===== src/rtl/dbg_trig_pkg.sv =====
package dbg_trig_pkg;
  localparam int LVL_W   = 16;
  localparam int N_LVL   = 2;
  localparam int ED_W    = 7;
  localparam int EA_W    = 3;
  localparam int STS_W   = 4;

  // One trigger level, most significant field first
  typedef struct packed {
    logic [1:0]      ctl;   // level 2: response code; level 1: {seq, direct}
    logic            ebl;
    logic [ED_W-1:0] ed;
    logic            di;
    logic [EA_W-1:0] ea;
    logic            epc;
    logic            pci;
  } lvl_cfg_t;

  typedef enum logic [1:0] {
    RESP_SHOW = 2'b00,
    RESP_HALT = 2'b01,
    RESP_IRQ  = 2'b10,
    RESP_RSVD = 2'b11
  } resp_e;
endpackage


===== src/rtl/dbg_trig_lane_match.sv =====
module dbg_trig_lane_match #(
  parameter int DATA_W = 32
) (
  input  logic [DATA_W-1:0]   bus_data,
  input  logic [DATA_W/8-1:0] bus_be,
  input  logic [DATA_W-1:0]   cmp_data,
  input  logic [DATA_W-1:0]   cmp_mask,
  input  logic [DATA_W/8+DATA_W/16:0] ed,
  input  logic                di,
  output logic                hit
);
  localparam int BYTES  = DATA_W / 8;
  localparam int HALVES = BYTES / 2;
  localparam int HB     = BYTES / 2;
  localparam int LONG_I = BYTES + HALVES;

  logic [DATA_W-1:0] diff;
  logic [BYTES-1:0]  eq_byte;
  logic [HALVES-1:0] eq_half;
  logic [BYTES-1:0]  hit_byte;
  logic [HALVES-1:0] hit_half;
  logic              hit_long;

  assign diff = (bus_data ^ cmp_data) & cmp_mask;

  // byte lanes, enable index counts down from byte 0
  for (genvar j = 0; j < BYTES; j++) begin : g_byte
    logic [BYTES-1:0] pat;
    assign pat         = BYTES'(1) << j;
    assign eq_byte[j]  = ~|diff[8*j +: 8];
    assign hit_byte[j] = (bus_be == pat) && ed[BYTES-1-j] && (eq_byte[j] ^ di);
  end

  // half-word lanes
  for (genvar k = 0; k < HALVES; k++) begin : g_half
    logic [BYTES-1:0] pat;
    assign pat         = {{(BYTES-HB){1'b0}}, {HB{1'b1}}} << (HB*k);
    assign eq_half[k]  = &eq_byte[HB*k +: HB];
    assign hit_half[k] = (bus_be == pat) && ed[LONG_I-1-k] && (eq_half[k] ^ di);
  end

  // longword lane, invert only applies when a lane is selected
  assign hit_long = (&bus_be) && ed[LONG_I] && ((&eq_byte) ^ di);
  assign hit      = hit_long | (|hit_half) | (|hit_byte);
endmodule


===== src/rtl/dbg_trig_level.sv =====
module dbg_trig_level
  import dbg_trig_pkg::*;
#(
  parameter int DATA_W = 32
) (
  input  lvl_cfg_t            cfg,
  input  logic                bus_valid,
  input  logic [DATA_W-1:0]   bus_data,
  input  logic [DATA_W/8-1:0] bus_be,
  input  logic [DATA_W-1:0]   cmp_data,
  input  logic [DATA_W-1:0]   cmp_mask,
  input  logic                addr_hit,
  input  logic                pc_hit,
  output logic                fire
);
  logic data_on, addr_on, pc_on, armed, d_hit;

  dbg_trig_lane_match #(.DATA_W(DATA_W)) u_lane (
    .bus_data (bus_data),
    .bus_be   (bus_be),
    .cmp_data (cmp_data),
    .cmp_mask (cmp_mask),
    .ed       (cfg.ed),
    .di       (cfg.di),
    .hit      (d_hit)
  );

  // armed only with the level enable and at least one condition
  assign data_on = |cfg.ed;
  assign addr_on = |cfg.ea;
  assign pc_on   = cfg.epc;
  assign armed   = cfg.ebl && (data_on || addr_on || pc_on);

  // enabled conditions are ANDed
  assign fire = bus_valid && armed
             && (!data_on || d_hit)
             && (!addr_on || addr_hit)
             && (!pc_on   || (pc_hit ^ cfg.pci));
endmodule


===== src/rtl/dbg_trig_resp.sv =====
module dbg_trig_resp
  import dbg_trig_pkg::*;
(
  input  logic             clk,
  input  logic             rst_n,
  input  logic             clr,
  input  logic [N_LVL-1:0] fire,
  input  logic             seq_mode,
  input  logic             l1_direct,
  input  resp_e            code,
  output logic             trig_pulse,
  output logic             halt_req,
  output logic             dbg_irq,
  output logic [STS_W-1:0] sts
);
  logic [STS_W-1:0] sts_q;
  logic c1, c2, done;

  // completion paths
  assign c1   = fire[0] && l1_direct;
  assign c2   = fire[1] && (!seq_mode || sts_q[0]);
  assign done = (c1 || c2) && !sts_q[2];

  always_ff @(posedge clk or negedge rst_n) begin
    if (!rst_n) begin
      sts_q      <= '0;
      trig_pulse <= 1'b0;
      halt_req   <= 1'b0;
      dbg_irq    <= 1'b0;
    end else if (clr) begin
      sts_q      <= '0;
      trig_pulse <= 1'b0;
      halt_req   <= 1'b0;
      dbg_irq    <= 1'b0;
    end else begin
      sts_q[0] <= sts_q[0] | fire[0];
      sts_q[1] <= sts_q[1] | fire[1];
      if (done) begin
        sts_q[2] <= 1'b1;
        sts_q[3] <= c2;
      end
      trig_pulse <= done;
      halt_req   <= done && (code == RESP_HALT);
      dbg_irq    <= done && (code == RESP_IRQ);
    end
  end

  assign sts = sts_q;

  AST_HALT_ONE_SHOT: assert property (@(posedge clk) disable iff (!rst_n)
    halt_req |=> !halt_req);
  AST_IRQ_ONE_SHOT: assert property (@(posedge clk) disable iff (!rst_n)
    dbg_irq |=> !dbg_irq);
  AST_REQ_EXCLUSIVE: assert property (@(posedge clk) disable iff (!rst_n)
    !(halt_req && dbg_irq));
  AST_REQ_WITH_PULSE: assert property (@(posedge clk) disable iff (!rst_n)
    (halt_req || dbg_irq) |-> trig_pulse);
  AST_DONE_STICKY: assert property (@(posedge clk) disable iff (!rst_n)
    (!clr && sts_q[2]) |=> sts_q[2]);
  AST_PULSE_MARKS_DONE: assert property (@(posedge clk) disable iff (!rst_n)
    trig_pulse |-> sts_q[2]);
endmodule


===== src/rtl/dbg_trig_ctrl.sv =====
module dbg_trig_ctrl
  import dbg_trig_pkg::*;
#(
  parameter int DATA_W  = 32,
  parameter int IDX_W   = 5,
  parameter int REG_IDX = 7
) (
  input  logic                clk,
  input  logic                rst_n,
  input  logic                sup_wr_en,
  input  logic [IDX_W-1:0]    sup_wr_idx,
  input  logic [31:0]         sup_wr_data,
  input  logic                port_wr_en,
  input  logic [31:0]         port_wr_data,
  input  logic                bus_valid,
  input  logic [DATA_W-1:0]   bus_data,
  input  logic [DATA_W/8-1:0] bus_be,
  input  logic [DATA_W-1:0]   cmp_data,
  input  logic [DATA_W-1:0]   cmp_mask,
  input  logic [1:0]          addr_hit,
  input  logic [1:0]          pc_hit,
  output logic                trig_pulse,
  output logic                halt_req,
  output logic                dbg_irq,
  output logic [3:0]          trig_sts
);
  localparam int WORD_W = LVL_W * N_LVL;

  logic [WORD_W-1:0] def_q, wr_val;
  logic              wr_any, sup_hit;
  lvl_cfg_t          cfg [N_LVL];
  logic [N_LVL-1:0]  fire;

  // index decode and path priority
  assign sup_hit = sup_wr_en && (sup_wr_idx == IDX_W'(REG_IDX));
  always_comb begin
    wr_any = port_wr_en || sup_hit;
    wr_val = port_wr_en ? port_wr_data : sup_wr_data;
  end

  always_ff @(posedge clk or negedge rst_n) begin
    if (!rst_n)      def_q <= '0;
    else if (wr_any) def_q <= wr_val;
  end

  for (genvar i = 0; i < N_LVL; i++) begin : g_lvl
    assign cfg[i] = lvl_cfg_t'(def_q[LVL_W*i +: LVL_W]);
    dbg_trig_level #(.DATA_W(DATA_W)) u_level (
      .cfg       (cfg[i]),
      .bus_valid (bus_valid && !wr_any),  // write cycle wins
      .bus_data  (bus_data),
      .bus_be    (bus_be),
      .cmp_data  (cmp_data),
      .cmp_mask  (cmp_mask),
      .addr_hit  (addr_hit[i]),
      .pc_hit    (pc_hit[i]),
      .fire      (fire[i])
    );
  end

  dbg_trig_resp u_resp (
    .clk        (clk),
    .rst_n      (rst_n),
    .clr        (wr_any),
    .fire       (fire),
    .seq_mode   (cfg[0].ctl[1]),
    .l1_direct  (cfg[0].ctl[0]),
    .code       (resp_e'(cfg[N_LVL-1].ctl)),
    .trig_pulse (trig_pulse),
    .halt_req   (halt_req),
    .dbg_irq    (dbg_irq),
    .sts        (trig_sts)
  );

  AST_WR_CLEARS_STATUS: assert property (@(posedge clk) disable iff (!rst_n)
    wr_any |=> (trig_sts == '0));
  AST_WR_NO_PULSE: assert property (@(posedge clk) disable iff (!rst_n)
    wr_any |=> !trig_pulse);
  AST_IDLE_NO_PULSE: assert property (@(posedge clk) disable iff (!rst_n)
    !bus_valid |=> !trig_pulse);
  AST_ZERO_DEF_QUIET: assert property (@(posedge clk) disable iff (!rst_n)
    (def_q == '0 && !wr_any) |=> (trig_sts == '0));
endmodule


===== config.mk =====
export PLATFORM = sky130hd
export DESIGN_NAME = dbg_trig_ctrl
export DESIGN_NICKNAME = d
export VERILOG_FILES = /design/src/rtl/dbg_trig_pkg.sv /design/src/rtl/dbg_trig_lane_match.sv /design/src/rtl/dbg_trig_level.sv /design/src/rtl/dbg_trig_resp.sv /design/src/rtl/dbg_trig_ctrl.sv
export SDC_FILE = /design/constraint.sdc
export NUM_CORES = 1
export LEC_CHECK = 0
export BUFFER_PORTS_ARGS = -buffer_cell sky130_fd_sc_hd__buf_4
export CORE_MARGIN = 1.5
export CORE_UTILIZATION = 42
export CTS_CLUSTER_DIAMETER = 200
export DETAILED_ROUTE_END_ITERATION = 8
export MAX_ROUTING_LAYER = met4
export PLACE_DENSITY = 0.89
export SLEW_MARGIN = 30
export SYNTH_ARGS = -nofsm -noshare
export SYNTH_HDL_FRONTEND = slang
export SYNTH_SLANG_ARGS = --single-unit

===== constraint.sdc =====
create_clock -name clk -period 3.1 [get_ports clk]
set_clock_uncertainty 0.2 [all_clocks]
set_input_delay 0.31 -clock clk [delete_from_list [all_inputs] [get_ports clk]]
set_output_delay 0.31 -clock clk [all_outputs]
set_load 0.01 [all_outputs]

==> flow_summary.json <==
{
  "syn_to_final_growth_pct": 57.3,
  "end_kind": "flop",
  "dieHeight_um": 84.1,
  "cts_tree": "yes",
  "slowest_stage": "or4_1",
  "critPathLaunchType": "flop",
  "dieArea_um2": 7060,
  "ys_warn_count": 0,
  "place_area_um2": 4190,
  "globalplace.congestion": 0.870,
  "status": "finished, final reports clean",
  "slew_headroom": 0.592,
  "finalInstanceArea_um2": 4340,
  "dpl.hpwl_mm": 6.79,
  "cts_max_level": 2,
  "slew_violations": 0,
  "internal_power_mw": 1.10,
  "net-switching-power_mw": 0.371,
  "grt_max_degree": 67,
  "finalSetupViolations": 0,
  "synthesis.instances": 299,
  "drive_above_1_share": 0.428,
  "drv_cap": 0,
  "crit_fanout": 4,
  "worstSetupPathType": "reg -> reg",
  "cts_hold_buf": 1,
  "setup_tns_ps": 0,
  "num_rows": 29,
  "ant_nets": 0,
  "postSynth.asyncResetShare": 1.00,
  "p_leak_nw": 2.02,
  "p_comb_frac": 0.254,
  "path_cells": "or4_1 > nor4_1 > nor3_1 > a41oi_2 > nand2_1 > a2111oi_2",
  "insertion_delay_ps": 290,
  "worstMarginPinSlew_ps": 606,
  "drtPass1Iterations": 4,
  "layout.cells.most_common_list": "buf_4 (185), nand2_1 (41), dfrtp_1 (39), mux2i_1 (38)",
  "pwr-share-seq": 0.400,
  "hold_viol_final": 0,
  "ys_seq_area_frac": 0.354,
  "via_per_inst": 5.34,
  "grt.overflow.total": 0,
  "initial_core_util": 0.434,
  "diodes": 0,
  "period_minus_slack_ps": 2590,
  "track_usage": 0.242,
  "post-cts-setup-buffer-count": 0,
  "crit_arrival_ps": 2570,
  "synth-seq-cells": 39,
  "clock_tree.root_cell": "clkbuf_8",
  "synthDistinctLibCells": 46,
  "netlist_area_um2": 2760,
  "ctsResizeCount": 0,
  "worstPathRequired_ps": 3080,
  "p_sw_frac": 0.253,
  "rsz0062_at_grt": "no",
  "wl_per_cell_um": 15.3,
  "critical_path.top_delay_family": "simple AND/OR/NAND/NOR gates",
  "via_count": 2968,
  "synth-main-ff-cell": "dfrtp_1",
  "grt_pass1_vias": 3011,
  "hp-class": "in -> reg",
  "r2r_setup_slack_ps": 510,
  "clk_path_buf_depth": 2,
  "syn_avg_cell_area_um2": 9.23,
  "synth-edff-count": 0,
  "final_common_cell": "buf_4",
  "grt_antenna_before_repair": 0,
  "drtIter0Drc": 103,
  "io_buffers": 184,
  "numClockSinks": 39,
  "numCtsBuffers": 5,
  "pwr_density_cell_nw_per_um2": 338,
  "wl_mm": 8.51,
  "die_x_um": 84.1,
  "critPathMaxStageDelay_ps": 520,
  "grt_pass1_wl_mm": 13.5,
  "fin_crit_sh": 0.834,
  "path_clk_slew_ps": 80,
  "peakVddDrop_v": 0.000389,
  "crit_buf_inv": 0,
  "p_clk_frac": 0.345,
  "drcViolationCount": 0,
  "io_pins": 185,
  "syn_nets": 477,
  "max_clock_freq_mhz": 387,
  "nNetsFinal": 656,
  "core_um2": 6350
}
## power groups by stage
stage	sequential (mW)	combinational [mW]	clock, mW
after global routing	0.592	0.410	0.538
final	0.587	0.373	0.506
after detailed placement	0.597	0.373	0
after CTS	0.587	0.376	0.512
after floorplan	0.579	0.159	0
after global placement	0.595	0.364	0
## Yosys cell counts, drive strengths merged, types with 2 or more instances
cell type	number	area share
nand3	6	0.015
and3	3	0.0068
mux2i	38	0.14
nand2	41	0.056
a22oi	16	0.051
nand4b	5	0.016
inv	3	0.0041
o21ai	33	0.060
nor4	2	0.0045
xor2	33	0.10
a21oi	6	0.012
a31oi	2	0.0045
dfrtp	39	0.35
nand4	11	0.027
xnor2	2	0.0064
clkbuf	13	0.018
nand2b	2	0.0045
nor2	6	0.0082
o22ai	3	0.0068
or4	3	0.0095
and4	5	0.017
nor3	4	0.0073
nor2b	6	0.014
## final timing paths
check / start / to / cells past startpoint
setup / recovery: def_q[8] / u_resp.halt_req / 6
min in group asynchronous: rst_n / def_q[30] / 2
hold reg to reg: def_q[31] / u_resp.halt_req / 1
max in group asynchronous: rst_n / def_q[24] / 2
setup reg to reg: def_q[8] / u_resp.halt_req / 6
hold / removal: port_wr_data[17] / def_q[17] / 3
## worst min-delay path: stages
cell	delay, ps
buf_4	80
nand2_1	40
o21ai_0	50
## state kept, by name, summed over array words and instances (netlist names)
signal / flops
u_resp.trig_pulse: 1
def_q: 32
u_resp.dbg_irq: 1
u_resp.halt_req: 1
u_resp.sts: 4
## through the flow
stage                     setup WS (ps)  std cells  hold slack [ps]  power [mW]   util
final                               513        556             18.4        1.47  0.683
after detailed placement            364        547              112       0.970  0.660
after floorplan                     654        299             -186       0.738      -
after CTS                           513        556             18.4        1.47  0.683
after global routing                387        556             21.6        1.54  0.683
after global placement              410        547              109       0.959  0.660
## routing by layer
metal / share of wire / up-vias / GRT usage
li1: - / 1460 / -
met1: 0.38 / 1351 / 0.254
met2: 0.53 / 138 / 0.450
met3: 0.072 / 19 / 0.0524
met4: 0.024 / 0 / 0.0700
met5: 0 / - / -
## logic make-up after synthesis
group,after synthesis,synth area share
compound gates,70,0.171
xor+xnor,35,0.111
buf+inv,17,0.0245
simple gates,100,0.202
mux,38,0.138
flops,39,0.354
## cell type report
class,count,area (um2)
timing repair buffer,186,1400
fill,507,2010
tap,77,96.3
clock buffer,5,68.8
sequential,39,976
multi-input combinational,243,1720
inverter,3,11.3
clock inverter,3,67.6
No activity file was read; power rests on OpenSTA's default activity.
